<file path="src/rtl/drv_comp_pkg.sv">
package drv_comp_pkg;

    typedef enum logic [1:0] {
        CAL_IDLE = 2'd0,
        CAL_REQ  = 2'd1,
        CAL_UPD  = 2'd2,
        CAL_REL  = 2'd3
    } cal_st_e;

    typedef enum logic [1:0] {
        SRC_CALC  = 2'd0,
        SRC_BYP   = 2'd1,
        SRC_OFF   = 2'd2,
        SRC_CALC2 = 2'd3
    } code_src_e;

    // lanes: data N, data P, strobe N, strobe P
    localparam int LANES = 4;

endpackage

</file>
<file path="src/rtl/comp_code_sel.sv">
module comp_code_sel
    import drv_comp_pkg::*;
#(
    parameter int CODE_W = 6
) (
    input  logic [CODE_W-1:0] calc_i,
    input  logic [CODE_W-1:0] byp_i,
    input  logic [CODE_W-1:0] off_i,
    input  logic [1:0]        src_i,
    output logic [CODE_W-1:0] code_o
);

    localparam int SUM_W = CODE_W + 2;
    localparam logic signed [SUM_W-1:0] CODE_MAX = {2'b00, {CODE_W{1'b1}}};

    logic signed [SUM_W-1:0] sum;

    always_comb begin
        sum = $signed({2'b00, calc_i}) + $signed({{2{off_i[CODE_W-1]}}, off_i});
        case (code_src_e'(src_i))
            SRC_BYP: code_o = byp_i;
            SRC_OFF: begin
                if (sum < 0)
                    code_o = '0;
                else if (sum > CODE_MAX)
                    code_o = '1;
                else
                    code_o = sum[CODE_W-1:0];
            end
            default: code_o = calc_i;
        endcase
    end

endmodule

</file>
<file path="src/rtl/cal_sched.sv">
module cal_sched
    import drv_comp_pkg::*;
#(
    parameter int PER_W = 16
) (
    input  logic             clk,
    input  logic             rst_n,
    input  logic             en_i,
    input  logic [PER_W-1:0] period_i,
    input  logic             gnt_i,
    output logic             req_o,
    output logic             upd_o,
    output cal_st_e          st_o
);

    typedef struct packed {
        cal_st_e          st;
        logic [PER_W-1:0] cnt;
    } sched_t;

    sched_t s_d, s_q;
    logic [PER_W:0] cnt_next;

    always_comb begin
        s_d      = s_q;
        cnt_next = {1'b0, s_q.cnt} + (PER_W+1)'(1);
        case (s_q.st)
            CAL_IDLE: begin
                if (!en_i) begin
                    s_d.cnt = '0;
                end else if (cnt_next >= {1'b0, period_i}) begin
                    s_d.st  = CAL_REQ;
                    s_d.cnt = '0;
                end else begin
                    s_d.cnt = cnt_next[PER_W-1:0];
                end
            end
            CAL_REQ: begin
                if (gnt_i)
                    s_d.st = CAL_UPD;
            end
            CAL_UPD: s_d.st = CAL_REL;
            default: begin
                s_d.st  = CAL_IDLE;
                s_d.cnt = '0;
            end
        endcase
    end

    always_ff @(posedge clk or negedge rst_n) begin
        if (!rst_n)
            s_q <= '{st: CAL_IDLE, cnt: '0};
        else
            s_q <= s_d;
    end

    assign req_o = (s_q.st == CAL_REQ) || (s_q.st == CAL_UPD);
    assign upd_o = (s_q.st == CAL_UPD);
    assign st_o  = s_q.st;

endmodule

</file>
<file path="src/rtl/drv_comp_sched.sv">
module drv_comp_sched
    import drv_comp_pkg::*;
#(
    parameter int CODE_W = 6,
    parameter int PER_W  = 16
) (
    input  logic                clk,
    input  logic                rst_n,
    input  logic                meas_valid,
    input  logic [2*CODE_W-1:0] meas_dat,
    input  logic [2*CODE_W-1:0] meas_stb,
    input  logic [1:0]          cfg_dat_src,
    input  logic [1:0]          cfg_stb_src,
    input  logic [2*CODE_W-1:0] cfg_dat_byp,
    input  logic [2*CODE_W-1:0] cfg_stb_byp,
    input  logic [2*CODE_W-1:0] cfg_dat_off,
    input  logic [2*CODE_W-1:0] cfg_stb_off,
    input  logic                cal_en,
    input  logic [PER_W-1:0]    cal_period,
    input  logic                bus_gnt,
    output logic                bus_req,
    output logic [2*CODE_W-1:0] drv_dat,
    output logic [2*CODE_W-1:0] drv_stb,
    output logic [2*CODE_W-1:0] imp_code
);

    localparam int ALL_W = LANES * CODE_W;
    localparam int CH_W  = 2 * CODE_W;

    typedef struct packed {
        logic [ALL_W-1:0] calc;
        logic [ALL_W-1:0] drv;
        logic [CH_W-1:0]  imp;
        logic             seeded;
    } comp_t;

    comp_t r_d, r_q;

    logic             seed_now;
    logic             upd;
    logic [ALL_W-1:0] calc_in;
    logic [ALL_W-1:0] byp_all;
    logic [ALL_W-1:0] off_all;
    logic [ALL_W-1:0] sel_all;
    cal_st_e          sched_st;
    logic             seeded_w;

    assign seed_now = meas_valid && !r_q.seeded;
    assign calc_in  = seed_now ? {meas_stb, meas_dat} : r_q.calc;
    assign byp_all  = {cfg_stb_byp, cfg_dat_byp};
    assign off_all  = {cfg_stb_off, cfg_dat_off};
    assign seeded_w = r_q.seeded;

    for (genvar i = 0; i < LANES; i++) begin : g_lane
        logic [1:0] lane_src;
        assign lane_src = (i < 2) ? cfg_dat_src : cfg_stb_src;
        comp_code_sel #(.CODE_W(CODE_W)) u_sel (
            .calc_i (calc_in[i*CODE_W +: CODE_W]),
            .byp_i  (byp_all[i*CODE_W +: CODE_W]),
            .off_i  (off_all[i*CODE_W +: CODE_W]),
            .src_i  (lane_src),
            .code_o (sel_all[i*CODE_W +: CODE_W])
        );
    end

    cal_sched #(.PER_W(PER_W)) u_sched (
        .clk      (clk),
        .rst_n    (rst_n),
        .en_i     (cal_en && r_q.seeded),
        .period_i (cal_period),
        .gnt_i    (bus_gnt),
        .req_o    (bus_req),
        .upd_o    (upd),
        .st_o     (sched_st)
    );

    always_comb begin
        r_d = r_q;
        if (meas_valid)
            r_d.calc = {meas_stb, meas_dat};
        if (seed_now) begin
            r_d.imp    = meas_dat;
            r_d.seeded = 1'b1;
            r_d.drv    = sel_all;
        end else if (upd) begin
            r_d.drv = sel_all;
        end
    end

    always_ff @(posedge clk or negedge rst_n) begin
        if (!rst_n)
            r_q <= '0;
        else
            r_q <= r_d;
    end

    assign drv_dat  = r_q.drv[CH_W-1:0];
    assign drv_stb  = r_q.drv[ALL_W-1:CH_W];
    assign imp_code = r_q.imp;

endmodule

</file>
<file path="config.mk">
export PLATFORM = sky130hd
export DESIGN_NAME = drv_comp_sched
export DESIGN_NICKNAME = d
export VERILOG_FILES = /design/src/rtl/drv_comp_pkg.sv /design/src/rtl/comp_code_sel.sv /design/src/rtl/cal_sched.sv /design/src/rtl/drv_comp_sched.sv
export SDC_FILE = /design/constraint.sdc
export NUM_CORES = 1
export LEC_CHECK = 0
export CORE_MARGIN = 1
export CORE_UTILIZATION = 30
export DETAILED_ROUTE_END_ITERATION = 10
export SYNTH_ARGS = -nofsm -noshare
export SYNTH_HDL_FRONTEND = slang
export SYNTH_SLANG_ARGS = --single-unit
</file>
<file path="constraint.sdc">
create_clock -name clk -period 3.1 [get_ports clk]
set_clock_uncertainty 0.2 [all_clocks]
set_input_delay 0.775 -clock clk [delete_from_list [all_inputs] [get_ports clk]]
set_output_delay 0.775 -clock clk [all_outputs]
set_load 0.1 [all_outputs]
</file>
==> summary.md <==
| Metric | Value |
|---|---|
| Slew @ Worst Pin | between 0.6 and 0.7 ns |
| Total power | 6.20 mW |
| Area leader, netlist | dfrtp_1 |
| Final Cycle Share | 1.01 |
| Syn_area_per_cell | 8.89 sq um |
| Vias in the first global route | 5551 |
| Synth top area share | 0.329 |
| Via count | between 5000 and 6000 |
| Post-synth net total | 831 |
| Synth Warn # | 0 |
| DP Area | between 8000 and 9000 sq um |
| Clk pwr share | 0.181 |
| Failing checks | negative setup slack |
| # hold bufs at CTS | 0 |
| Post-layout min period | 3.14 ns |
| Total grt overflow | 0 |
| Half-perimeter wire length after placement | 13400 um |
| First-pass GRT wire length | 27500 um |
| Core area | 19600 sq um |
| Initial DRC count | 211 |
| Hold Worst Slack | between 0.2 and 0.25 ns |
| H-Tree Depth | 3 |
| Highest clock rate | ~0.32 GHz |
| Top_reg_cell synth | dfrtp_1 |
| Average wire per standard cell | roughly 15 um |
| Power density over the cells | 693 nW/um^2 |
| CTS Buf Count | 9 |
| Reg2reg end | u_sched.s_q[8] |
| Starting density of the core | 0.307 |
| Setup tns final | -0.0525 ns |
| Final hold violations | 0 |
| Fin nets | about 1100 |
| Antenna-violating nets left | 0 |
| Synth Register Bits | 79 |
| Sw frac | 0.497 |
| CTS Buffer Depth | 2 |
| R2r setup slk | -0.04 ns |
| Clock transition at path regs | roughly 0.07 ns |
| R2R cell count | 14 |
| Leak | 4.30 nW |
| Worst endpoint data arrival time | 3.21 ns |
| Final Max Slew Viols | 0 |
| CP required | 3.17 ns |
| Die Width | 144 um |
| RR Startpoint | u_sched.s_q[2] |
| Post-synthesis async set-or-reset flop share | 1.00 |
| Crit path from | u_sched.s_q[2] |
| Outcome | finished with violations |
| Fill count | 1871 |
| GRT Overall Usage | 0.172 |
| RSZ-0062 raised after global routing | true |
| Max FO, Critical Path | 6 |
| Setup crit end kind | register |
| Sequential fraction of the synthesis area | 0.329 |
| Ranking of synthesized cells by area | dfrtp_1, ha_1, nand2_1, a21oi_1, buf_4 |
| Cell-internal power | 3.12 mW |
| Via density | around 4.8 |
| Final setup fails | 3 |
| CTS Sinks | a little under 80 |
| Synth Cell Area | 6020 sq um |
| DRC viols | 0 |
| End point of the critical path | u_sched.s_q[8] |
| Area grow syn2layout | 48.6% |
| MaxCap Viol Count | 0 |
| Die ar. | 20600 sq um |
| Peak VDD IR | 0.786 mV |
| Post-Synthesis Cells | around 680 |
| Worst-Skew Late Latency | 0.35 ns |
| Min-Delay Path Class | in -> async |
| Combinational Power Share | 0.591 |
| Clk root buf | clkbuf_16 |
| Worst slack, placed | -0.677 ns |
| Largest net degree at the start of global routing | 45 |
| GPL Wtd Cong | 0.821 |
| Sequential share of power | 0.228 |
| TritonCTS clock tree | yes |
| Num ports | 134 |
| Post-route cell area | roughly 9000 sq um |
| Port Buffers | 133 |
| Post-synth EDFFs | 0 |
| Slew headroom | 0.589 |
| Crit start category | register |
| NetSw | 3.08 mW |
| Crit path kind | reg -> reg |
| Core Rows | 51 |
| Routed WL | between 15000 and 20000 um |
| Setup slack after layout | -0.0376 ns |
| Drt first pass iters | 4 |
| Initial antenna violation count | 1 |
| Ratio of cells with drive above 1 in the final layout | 0.320 |
| Number of library cell types mapped by synthesis | slightly above 60 |
| Die Y | 144 um |
## cell type report
class                      instances  area (sq um)  share of cell area
timing repair buffer             280          2390               0.267
clock buffer                       9           225              0.0252
clock inverter                     7          78.8             0.00881
multi-input combinational        505          3800               0.425
antenna                            1          2.50            0.000280
sequential                        79          1980               0.221
tap                              265           332              0.0371
inverter                          35           131              0.0147
## worst min path at each step
stage / endpoint / slack, ns / depth (start not counted)
after floorplan: imp_code[6] / 0.25 / 2
after global placement: imp_code[5] / 0.26 / 2
after detailed placement: imp_code[1] / 0.27 / 2
after CTS: drv_stb[2] / 0.26 / 1
after global routing: drv_stb[2] / 0.29 / 1
final: drv_stb[1] / 0.23 / 1
## placed cells by master, fill, tap and decap left out, types with 19 or more instances in the layout
master             n
buf_4            177
ha_1              48
o21ai_0           19
mux2_2            24
o22ai_1           22
inv_1             34
a21oi_1           55
clkdlybuf4s50_1   94
nand2_1          116
dfrtp_1           77
## timing repair
| item | in CTS | in global routing |
|---|---|---|
| setup endpoints to repair | 42 | 42 |
| resized for setup | 23 | 23 |
| pin swaps | 11 | 14 |
| setup buffers | 3 | 7 |
## stage by stage
| stage | util | std cells |
|---|---|---|
| after floorplan | - | 677 |
| final | 0.456 | 1181 |
| after CTS | 0.449 | 1174 |
| after detailed placement | 0.428 | 1155 |
| after global routing | 0.456 | 1180 |
| after global placement | 0.428 | 1155 |
## worst max-delay path: stages, from the launching register on
cell	delay [ns]
dfrtp_1	0.36
and3_4	0.19
buf_4	0.12
nand4_4	0.11
inv_2	0.10
and3_1	0.20
xor2_2	0.22
ha_1	0.27
nand2_1	0.09
a21oi_1	0.05
o211ai_1	0.29
o211ai_4	0.14
buf_6	0.15
or4_4	0.44
o22ai_2	0.16
## power groups by stage
stage               clock [mW]  sequential (mW)  combinational (mW)
floorplan                    0             1.38                2.82
detailed placement           0             1.43                3.58
finish                    1.12             1.41                3.66
CTS                       1.15             1.41                3.62
global route              1.20             1.44                3.89
global placement             0             1.43                3.57
## synth_stat cells (10+ instances only)
cell and count:
mux2_2 24, a22o_1 13, o21bai_1 10, ha_1 53, o22ai_1 22, clkbuf_1 11, xnor2_1 22, a21o_1 14
inv_1 35, o21ai_0 32, dfrtp_1 79, nor2_1 14, nand2_1 121, xor2_1 12, a211oi_1 16, buf_4 37
a21oi_1 59
## layer usage
layer / GRT usage / part of all wire
met5: 0 / 0
met4: 0.0577 / 0.018
met3: 0.0323 / 0.051
met2: 0.278 / 0.46
met1: 0.229 / 0.47
## state kept, by name, indices dropped and copies added (netlist names)
signal	count
r_q	24
seeded_w	1
drv_stb	12
u_sched.st_o	2
drv_dat	12
imp_code	12
u_sched.s_q	16
## cells by family (layout without fill, tap and decap cells)
logic type,count (synthesis),count (layout),share of synthesized area
AOI/OAI and AO/OA,202,202,0.223
xor gates and xnor gates,34,34,0.0495
adders and majority gates,57,57,0.124
buffers and inverters,93,331,0.0832
DFF,79,79,0.329
muxes,27,27,0.0499
other,0,1,0
and+or+nand+nor,185,185,0.142
(Power assumes the default switching activity.)
